### src/rtl/cgl_pkg.sv
package cgl_pkg;
  localparam int unsigned DEF_DEPTH  = 16;
  localparam int unsigned DEF_CH_W   = 4;
  localparam int unsigned DEF_GAIN_W = 2;

  typedef enum logic [1:0] {
    MODE_STEP  = 2'b00,
    MODE_PACED = 2'b01,
    MODE_SCAN  = 2'b10,
    MODE_OFF   = 2'b11
  } scan_mode_e;
endpackage

### src/rtl/cgl_list_store.sv
module cgl_list_store #(
  parameter int unsigned DEPTH  = cgl_pkg::DEF_DEPTH,
  parameter int unsigned CH_W   = cgl_pkg::DEF_CH_W,
  parameter int unsigned GAIN_W = cgl_pkg::DEF_GAIN_W,
  localparam int unsigned AW    = $clog2(DEPTH),
  localparam int unsigned EW    = CH_W + GAIN_W
) (
  input  logic              clk_i,
  input  logic              rst_ni,
  input  logic              load_en_i,
  input  logic              wr_i,
  input  logic [CH_W-1:0]   wr_chan_i,
  input  logic [GAIN_W-1:0] wr_gain_i,
  input  logic              clr_i,
  input  logic [AW-1:0]     rd_addr_i,
  output logic [CH_W-1:0]   rd_chan_o,
  output logic [GAIN_W-1:0] rd_gain_o
);
  localparam logic [AW-1:0] LAST = AW'(DEPTH - 1);

  logic [DEPTH-1:0][EW-1:0] mem_q;
  logic [AW-1:0]            wptr_q;

  always_ff @(posedge clk_i or negedge rst_ni) begin
    if (!rst_ni) begin
      mem_q  <= '0;
      wptr_q <= '0;
    end else if (!load_en_i || clr_i) begin
      wptr_q <= '0;
    end else if (wr_i) begin
      mem_q[wptr_q] <= {wr_chan_i, wr_gain_i};
      wptr_q        <= (wptr_q == LAST) ? '0 : wptr_q + 1'b1;
    end
  end

  assign {rd_chan_o, rd_gain_o} = mem_q[rd_addr_i];


  hold_list_chk: assert property (@(posedge clk_i) disable iff (!rst_ni)
    !load_en_i |=> $stable(mem_q));


  load_rewind_chk: assert property (@(posedge clk_i) disable iff (!rst_ni)
    !load_en_i |=> wptr_q == '0);


  clr_keep_chk: assert property (@(posedge clk_i) disable iff (!rst_ni)
    clr_i |=> $stable(mem_q));
endmodule

### src/rtl/cgl_scan_ctrl.sv
module cgl_scan_ctrl
  import cgl_pkg::*;
#(
  parameter int unsigned DEPTH  = cgl_pkg::DEF_DEPTH,
  parameter int unsigned CH_W   = cgl_pkg::DEF_CH_W,
  parameter int unsigned GAIN_W = cgl_pkg::DEF_GAIN_W,
  localparam int unsigned AW    = $clog2(DEPTH)
) (
  input  logic              clk_i,
  input  logic              rst_ni,
  input  scan_mode_e        mode_i,
  input  logic [AW-1:0]     final_addr_i,
  input  logic              start_ev_i,
  input  logic              tick_i,
  input  logic              done_i,
  input  logic              list_rst_i,
  input  logic [CH_W-1:0]   rd_chan_i,
  input  logic [GAIN_W-1:0] rd_gain_i,
  output logic [AW-1:0]     ptr_o,
  output logic              conv_o,
  output logic [CH_W-1:0]   chan_o,
  output logic [GAIN_W-1:0] gain_o,
  output logic              busy_o,
  output logic              err_o
);
  localparam logic [AW-1:0] LAST = AW'(DEPTH - 1);

  logic [AW-1:0]     ptr_q;
  logic              armed_q, busy_q, conv_q, err_q;
  logic [CH_W-1:0]   chan_q;
  logic [GAIN_W-1:0] gain_q;

  logic          at_final, paced_mode, do_tick;
  logic [AW-1:0] ptr_nxt;

  assign at_final   = (ptr_q == final_addr_i);
  assign ptr_nxt    = (at_final || ptr_q == LAST) ? '0 : ptr_q + 1'b1;
  assign paced_mode = (mode_i == MODE_PACED) || (mode_i == MODE_SCAN);
  assign do_tick    = tick_i && armed_q && paced_mode;

  always_ff @(posedge clk_i or negedge rst_ni) begin
    if (!rst_ni) begin
      ptr_q   <= '0;
      armed_q <= 1'b0;
      busy_q  <= 1'b0;
      conv_q  <= 1'b0;
      err_q   <= 1'b0;
      chan_q  <= '0;
      gain_q  <= '0;
    end else begin
      conv_q <= 1'b0;
      err_q  <= 1'b0;
      if (done_i) busy_q <= 1'b0;
      if (!paced_mode) armed_q <= 1'b0;
      if (list_rst_i) begin
        ptr_q <= '0;
      end else if (start_ev_i && mode_i != MODE_OFF) begin
        if (busy_q) begin
          err_q <= 1'b1;
        end else if (mode_i == MODE_STEP) begin
          conv_q <= 1'b1;
          busy_q <= 1'b1;
          chan_q <= rd_chan_i;
          gain_q <= rd_gain_i;
          ptr_q  <= ptr_nxt;
        end else begin
          // rearm only; first conversion waits for a later tick
          ptr_q   <= '0;
          armed_q <= 1'b1;
        end
      end else if (do_tick) begin
        if (busy_q) begin
          err_q <= 1'b1;
        end else begin
          conv_q <= 1'b1;
          busy_q <= 1'b1;
          chan_q <= rd_chan_i;
          gain_q <= rd_gain_i;
          ptr_q  <= ptr_nxt;
          if (mode_i == MODE_SCAN && at_final) armed_q <= 1'b0;
        end
      end
    end
  end

  assign ptr_o  = ptr_q;
  assign conv_o = conv_q;
  assign chan_o = chan_q;
  assign gain_o = gain_q;
  assign busy_o = busy_q;
  assign err_o  = err_q;


  done_when_busy_chk: assert property (@(posedge clk_i) disable iff (!rst_ni)
    done_i |-> busy_q);


  busy_reject_chk: assert property (@(posedge clk_i) disable iff (!rst_ni)
    (start_ev_i && busy_q && !list_rst_i && mode_i != MODE_OFF) |=> (err_q && !conv_q));


  final_wrap_chk: assert property (@(posedge clk_i) disable iff (!rst_ni)
    (conv_q && $past(ptr_q == final_addr_i)) |-> ptr_q == '0);


  scan_stop_chk: assert property (@(posedge clk_i) disable iff (!rst_ni)
    (conv_q && $past(mode_i == MODE_SCAN && ptr_q == final_addr_i)) |-> !armed_q);


  arm_no_conv_chk: assert property (@(posedge clk_i) disable iff (!rst_ni)
    (start_ev_i && !busy_q && !list_rst_i && paced_mode) |=> (!conv_q && ptr_q == '0));


  list_rst_chk: assert property (@(posedge clk_i) disable iff (!rst_ni)
    list_rst_i |=> (ptr_q == '0 && !conv_q));


  off_idle_chk: assert property (@(posedge clk_i) disable iff (!rst_ni)
    (mode_i == MODE_OFF) |=> !conv_q);
endmodule

### src/rtl/cgl_scan_seq.sv
module cgl_scan_seq
  import cgl_pkg::*;
#(
  parameter int unsigned DEPTH  = cgl_pkg::DEF_DEPTH,
  parameter int unsigned CH_W   = cgl_pkg::DEF_CH_W,
  parameter int unsigned GAIN_W = cgl_pkg::DEF_GAIN_W,
  localparam int unsigned AW    = $clog2(DEPTH)
) (
  input  logic              clk_i,
  input  logic              rst_ni,
  input  logic [1:0]        mode_i,
  input  logic [AW-1:0]     final_addr_i,
  input  logic              load_en_i,
  input  logic              wr_i,
  input  logic [CH_W-1:0]   wr_chan_i,
  input  logic [GAIN_W-1:0] wr_gain_i,
  input  logic              list_rst_i,
  input  logic              sw_start_i,
  input  logic              ext_trig_en_i,
  input  logic              ext_trig_i,
  input  logic              tick_i,
  input  logic              done_i,
  output logic              conv_o,
  output logic [CH_W-1:0]   chan_o,
  output logic [GAIN_W-1:0] gain_o,
  output logic [AW-1:0]     addr_o,
  output logic              busy_o,
  output logic              trig_err_o
);
  logic              start_ev;
  logic [AW-1:0]     ptr;
  logic [CH_W-1:0]   rd_chan;
  logic [GAIN_W-1:0] rd_gain;

  assign start_ev = sw_start_i || (ext_trig_en_i && ext_trig_i);

  cgl_list_store #(.DEPTH(DEPTH), .CH_W(CH_W), .GAIN_W(GAIN_W)) u_store (
    .clk_i     (clk_i),
    .rst_ni    (rst_ni),
    .load_en_i (load_en_i),
    .wr_i      (wr_i),
    .wr_chan_i (wr_chan_i),
    .wr_gain_i (wr_gain_i),
    .clr_i     (list_rst_i),
    .rd_addr_i (ptr),
    .rd_chan_o (rd_chan),
    .rd_gain_o (rd_gain)
  );

  cgl_scan_ctrl #(.DEPTH(DEPTH), .CH_W(CH_W), .GAIN_W(GAIN_W)) u_ctrl (
    .clk_i        (clk_i),
    .rst_ni       (rst_ni),
    .mode_i       (scan_mode_e'(mode_i)),
    .final_addr_i (final_addr_i),
    .start_ev_i   (start_ev),
    .tick_i       (tick_i),
    .done_i       (done_i),
    .list_rst_i   (list_rst_i),
    .rd_chan_i    (rd_chan),
    .rd_gain_i    (rd_gain),
    .ptr_o        (ptr),
    .conv_o       (conv_o),
    .chan_o       (chan_o),
    .gain_o       (gain_o),
    .busy_o       (busy_o),
    .err_o        (trig_err_o)
  );

  assign addr_o = ptr;
endmodule

### config.mk
export PLATFORM = sky130hd
export DESIGN_NAME = cgl_scan_seq
export DESIGN_NICKNAME = d
export VERILOG_FILES = /design/src/rtl/cgl_pkg.sv /design/src/rtl/cgl_list_store.sv /design/src/rtl/cgl_scan_ctrl.sv /design/src/rtl/cgl_scan_seq.sv
export SDC_FILE = /design/constraint.sdc
export NUM_CORES = 1
export LEC_CHECK = 0
export BUFFER_PORTS_ARGS = -buffer_cell sky130_fd_sc_hd__buf_2
export CORE_MARGIN = 2
export CORE_UTILIZATION = 52
export CTS_BUF_LIST = sky130_fd_sc_hd__clkbuf_16
export DETAILED_ROUTE_END_ITERATION = 7
export PLACE_DENSITY = 0.69
export SLEW_MARGIN = 15
export SYNTH_ARGS = -nofsm -noshare
export SYNTH_HDL_FRONTEND = slang
export SYNTH_SLANG_ARGS = --single-unit
### constraint.sdc
create_clock -name clk_i -period 3.3 [get_ports clk_i]
set_input_delay 0.33 -clock clk_i [delete_from_list [all_inputs] [get_ports clk_i]]
set_output_delay 0.33 -clock clk_i [all_outputs]
set_load 0.005 [all_outputs]
# Word-level counts from Yosys, hierarchy flattened
# Cells that the tools add are included.
op_classes:
  eq_ne: 8
  mux: 50
  bitwise: 3
  n_lt_le_gt_ge: 3
  reduce_logical: 18
  add_sub_neg: 2
ops:
  columns: ["op", "count"]
  rows:
  - ["96-bit bitwise mux", 1]
  - ["4-bit two-way mux", 15]
  - ["1-bit two-way mux", 25]
  - ["6-bit binary-select mux with 4-bit select", 1]
  - ["6-bit demux with 4-bit select", 1]
  - ["6-bit two-way mux", 2]
  - ["4-bit by 5-bit less-than comparator with 1-bit output (second input constant)", 2]
  - ["2-bit two-way mux", 5]
  - ["4-bit by 1-bit adder with 4-bit output (second input constant)", 2]
  - ["4-bit equality test (second input constant)", 2]
  - ["1-bit logical AND", 6]
  - ["2-bit inequality test (second input constant)", 3]
  - ["4-bit equality test", 1]
  - ["4-bit by 1-bit >= comparator with 1-bit output (second input constant)", 1]
  - ["1-bit logical OR", 4]
  - ["2-bit AND reduction", 2]
  - ["4-bit AND reduction", 1]
  - ["2-bit nonzero test", 2]
  - ["1-bit NOT", 3]
  - ["3-bit nonzero test", 1]
  - ["2-bit by 1-bit equality test with 1-bit output (second input constant)", 1]
  - ["2-bit equality test (second input constant)", 1]
  - ["2-bit logical NOT", 1]
  - ["1-bit logical NOT", 1]
word_totals:
  word_cells: 108
  register_bits: 114
  in_bits: 22
  out_inout_bits: 13

# Logic depth before layout (Yosys ltp)
logic_depth:
  word_depth: 8
  ltp_mapped: 7

# Cells and area by module
# A second synthesis with hierarchy kept.
hier_totals:
  cells_unflattened: 369
  hier_area_um2: 5392.7
by_module_without_submodules:
  columns: ["mod", "instances", "seq_area_each_um2", "area_per_inst_um2", "cells_per_inst"]
  rows:
  - ["cgl_list_store", 1, 2502.4, 4650.7, 307]
  - ["cgl_scan_ctrl", 1, 350.3, 734.5, 61]
  - ["cgl_scan_seq", 1, 0.0, 7.5, 1]

# Worst setup path after synthesis
# No wires, ideal clock.
synth_path:
  path_kind: "reg2reg"
  start: "register u_ctrl.ptr_q[1] (netlist: u_ctrl.ptr_o[1])"
  end: "register u_ctrl.chan_q[3] (netlist: u_ctrl.chan_o[3])"
  path_stages_with_launch: 7
  period_less_slack_ns: 1.805
  arrival_time_ns: 1.680
  setup_ns: 0.125
  slack_ns: 1.495
  path_cell_list: "dfrtp_1 clkbuf_1 buf_2 mux4_2 a22oi_1 nand2_1 mux2_4"
synth_between:
  elab_chain_cells: 5
synth_lines:
  columns: ["item", "line", "rtl"]
  rows:
  - ["from (decl)", "cgl_scan_ctrl.sv:28", "logic [AW-1:0] ptr_q;"]
  - ["from (signal assigned)", "cgl_scan_ctrl.sv:65", "ptr_q <= ptr_nxt;"]
  - ["from (signal assigned)", "cgl_scan_ctrl.sv:79", "ptr_q <= ptr_nxt;"]
  - ["6-bit binary-select mux with 4-bit select (*)", "cgl_list_store.sv:36", "assign {rd_chan_o, rd_gain_o} = mem_q[rd_addr_i];"]
  - ["6-bit two-way mux (not written as such) (*)", "cgl_list_store.sv:36", null]
  - ["4-bit two-way mux (on tied branches)", "cgl_scan_ctrl.sv:72, cgl_scan_ctrl.sv:60", null]
  - ["4-bit two-way mux (on tied branches)", "cgl_scan_ctrl.sv:71, cgl_scan_ctrl.sv:58", null]
  - ["4-bit two-way mux (*)", "cgl_scan_ctrl.sv:57", "end else if (start_ev_i && mode_i != MODE_OFF) begin"]
  - ["to (signal assigned)", "cgl_scan_ctrl.sv:63", "chan_q <= rd_chan_i;"]
  - ["to (signal assigned)", "cgl_scan_ctrl.sv:77", "chan_q <= rd_chan_i;"]
  - ["to (decl)", "cgl_scan_ctrl.sv:30", "logic [CH_W-1:0] chan_q;"]
# Mark *: on every way between the ends. The rest lies on a longest branch, timed or not. The select of a mux whose other input is x is not followed.
# A chain may end at the register's enable or synchronous reset.

# Worst setup path after layout
layout_path:
  start: "register u_ctrl.ptr_q[0] (netlist: u_ctrl.ptr_o[0])"
  end: "register u_ctrl.chan_q[3] (netlist: u_ctrl.chan_o[3])"
# Same word-level chain as after synthesis.

==> reports/results.txt <==
Pwr Total = 3.73 mW
Max-slew headroom = 39.2%
Crit path max-delay family = multiplexers
Port-buffer cells = 34
Post-synth ARST share = 100%
area delta synth->final = 16.1%
Final Skew = 0.00955 ns
number of max-cap violations = 0
status = completed
DRC errors left = 0
core area = 0.0102 sq mm
Placed Cells = 524
HP Class = input port to async pin
period utilization = 69.7%
Inserted Diodes = 0
Post-Layout Cell Count = 556
M1 wire length = 5.20 mm
insertion delay to the later sink of the worst-skew pair = 0.40 ns
Final GP Congestion = 0.769
Ports = 35
Post-DP HPWL = 7.55 mm
# clock sinks = 114
sequential area share after synthesis = 52.9%
crit path to = u_ctrl.chan_o[3]
vias in the first global route = 3409
CP Launch Type = flop
first-pass GRT wire length = 18.5 mm
max-slew violation count = 0
Clock Path Buffers = 2
required time worst endpoint = 3.58 ns
WS Path Type = flop to flop
post-placement cell area = 0.00567 sq mm
worst r2r dst = u_ctrl.chan_o[3]
power per cell area = 595 mW/mm^2
die span in x = 106 um
worst reg-to-reg path cell count = 5
Met3 Wirelength = 557 um
Post-Layout Inst Area = 0.00626 sq mm
post-CTS sizing = 0
drt total wl = 11.5 mm
gr usage total = 22.2%
RSZ-0062 raised after global routing = no
r2r setup slk = 1.0 ns
slowest cell on the critical path = mux4_1
Hold Slack = 0.0602 ns
Met2 Wirelength = 5.55 mm
clock-pin slew on the worst setup and hold paths = 0.06 ns
Post-CTS Hold Fix Bufs = 0
largest net degree at the start of global routing = 72
Via density = 5.92
# rows = 37
RR Startpoint = u_ctrl.ptr_o[0]
yosys warns = 0
cell with the most instances after synthesis = dfrtp_1
CP max stage delay = 0.63 ns
Avg WL per Cell = 20.7 um
share of post-route cells with drive strength above 1 = 39.5%
Syn Inst Count = 369
Cell Area, Synth = 0.00540 sq mm
CP max FO = 28
min Tclk post-route = 2.30 ns
Distinct cells, synth = 37
final hold violations = 0
#FFs+latches synth = 114
CP Launch Point = u_ctrl.ptr_o[0]
CP Cell Sequence = buf_4 -> mux4_1 -> a22oi_1 -> nand2_1 -> mux2_4
die span in y = 106 um
initial antenna violation count = 0
syn avg cell area = 14.6 sq um
Post-synth EDFFs = 0
Area contributors post-synth = dfrtp_1 53%, mux2_2 16%, mux4_2 7.1%
area leader, netlist = dfrtp_1
ANT nets after route = 0
final setup vio count = 0
Most used DFF post-synth = dfrtp_1
Yosys top cell area share = 52.9%
setup TNS = 0 ns
Fmax = 0.435 GHz
static leakage = 3.02 nW
die area = 0.0112 sq mm
worst path buffer plus inverter count = 1
Mapped Nets = 400
setup bufs post-CTS = 0
DR pass1 iterations = 4
Num CTS Buffers = 17
Fill cells = 768
Total Nets Final = 438
Initial DRC Count = 197
WP data arrival = 2.58 ns
most frequent cells after synthesis = 114 x dfrtp_1, 78 x mux2_2, 23 x mux2_1
DR vias = 3293
max layer used = met4
H-tree Lvls = 4
CP endpoint kind = flop
Worst VDD drop = 0.314 mV
Overflow after GRT = 0
CTS tree = built
Initial Utilization = 53.0%
CTS Root Cell = clkbuf_16
WP depth = 5
Worst-Margin Slew = 0.913 ns
==> state kept, by name (all words and copies together), names as in the netlist <==
register / flops
u_ctrl.armed_q: 1
u_ctrl.busy_o: 1
u_ctrl.chan_o: 4
u_ctrl.conv_o: 1
u_ctrl.err_o: 1
u_ctrl.gain_o: 2
u_ctrl.ptr_o: 4
u_store.mem_q: 96
u_store.wptr_q: 4
==> logic make-up after synthesis <==
group                    after synthesis  synth area share [%]
AO/OA/AOI/OAI                         31                  4.03
XOR/XNOR                               5                 0.811
adder cells (fa/ha/maj)                9                  2.09
buffers and inverters                 25                  2.43
flip-flops                           114                  52.9
multiplexers                         129                  32.5
AND/OR/NAND/NOR                       56                  5.26
==> worst min path at each step <==
stage                         to  cells past startpoint
6_report        u_store.mem_q[7]                      1
5_1_grt         u_store.mem_q[7]                      1
4_1_cts         u_store.mem_q[1]                      1
3_5_place_dp   u_store.mem_q[11]                      1
3_3_place_gp   u_store.mem_q[51]                      1
2_1_floorplan     u_ctrl.armed_q                      0
==> report_power, final <==
group          leakage (nW)  switching, mW  internal, mW
combinational          1.17          0.191         0.186
clock                 0.289          0.647          1.18
sequential             1.56         0.0416          1.48
==> layout by cell type (no fill, tap or decap), types with 2 or more instances in the layout <==
cell / count
a21oi_1: 6
a22oi_1: 12
buf_2: 33
buf_4: 3
bufinv_16: 3
clkbuf_16: 17
clkinv_2: 2
clkinv_4: 3
clkinvlp_4: 3
dfrtp_1: 114
ha_1: 9
inv_1: 9
mux2_1: 23
mux2_2: 78
mux2_4: 2
mux2i_1: 2
mux4_1: 7
mux4_2: 17
nand2_1: 11
nand2b_1: 6
nand3_1: 8
nand4_1: 5
nor2_1: 17
nor2b_1: 3
o21ai_0: 2
o21ai_1: 2
o2bb2ai_1: 4
xnor2_1: 4
==> per-layer routing <==
layer | vias up | GRT usage [%]
li1 | 1450 | -
met1 | 1732 | 30.2
met2 | 97 | 35.0
met3 | 14 | 5.88
met4 | 0 | 7.61
met5 | - | 0
==> area by class of cell <==
| cell class | instances | area, sq um | share of cell area [%] |
|---|---|---|---|
| clock buffer | 17 | 425 | 6.79 |
| clock inverter | 15 | 169 | 2.70 |
| inverter | 7 | 26.3 | 0.419 |
| multi-input combinational | 230 | 2410 | 38.5 |
| sequential | 114 | 2850 | 45.5 |
| tap | 136 | 170 | 2.72 |
| timing repair buffer | 37 | 208 | 3.32 |
==> worst reg2reg max path: stages, from the launching register on <==
cell and delay, ns:
dfrtp_1 0.38, buf_4 0.47, mux4_1 0.64, a22oi_1 0.31, nand2_1 0.12, mux2_4 0.26
==> through the flow <==
stage | setup WS, ns | utilization, %
2_1_floorplan | 1.50 | -
6_report | 0.999 | 61.5
5_1_grt | 0.901 | 61.5
3_3_place_gp | 1.01 | 55.7
3_5_place_dp | 0.997 | 55.7
4_1_cts | 0.978 | 61.5
Power figures use the tool's default switching activity.
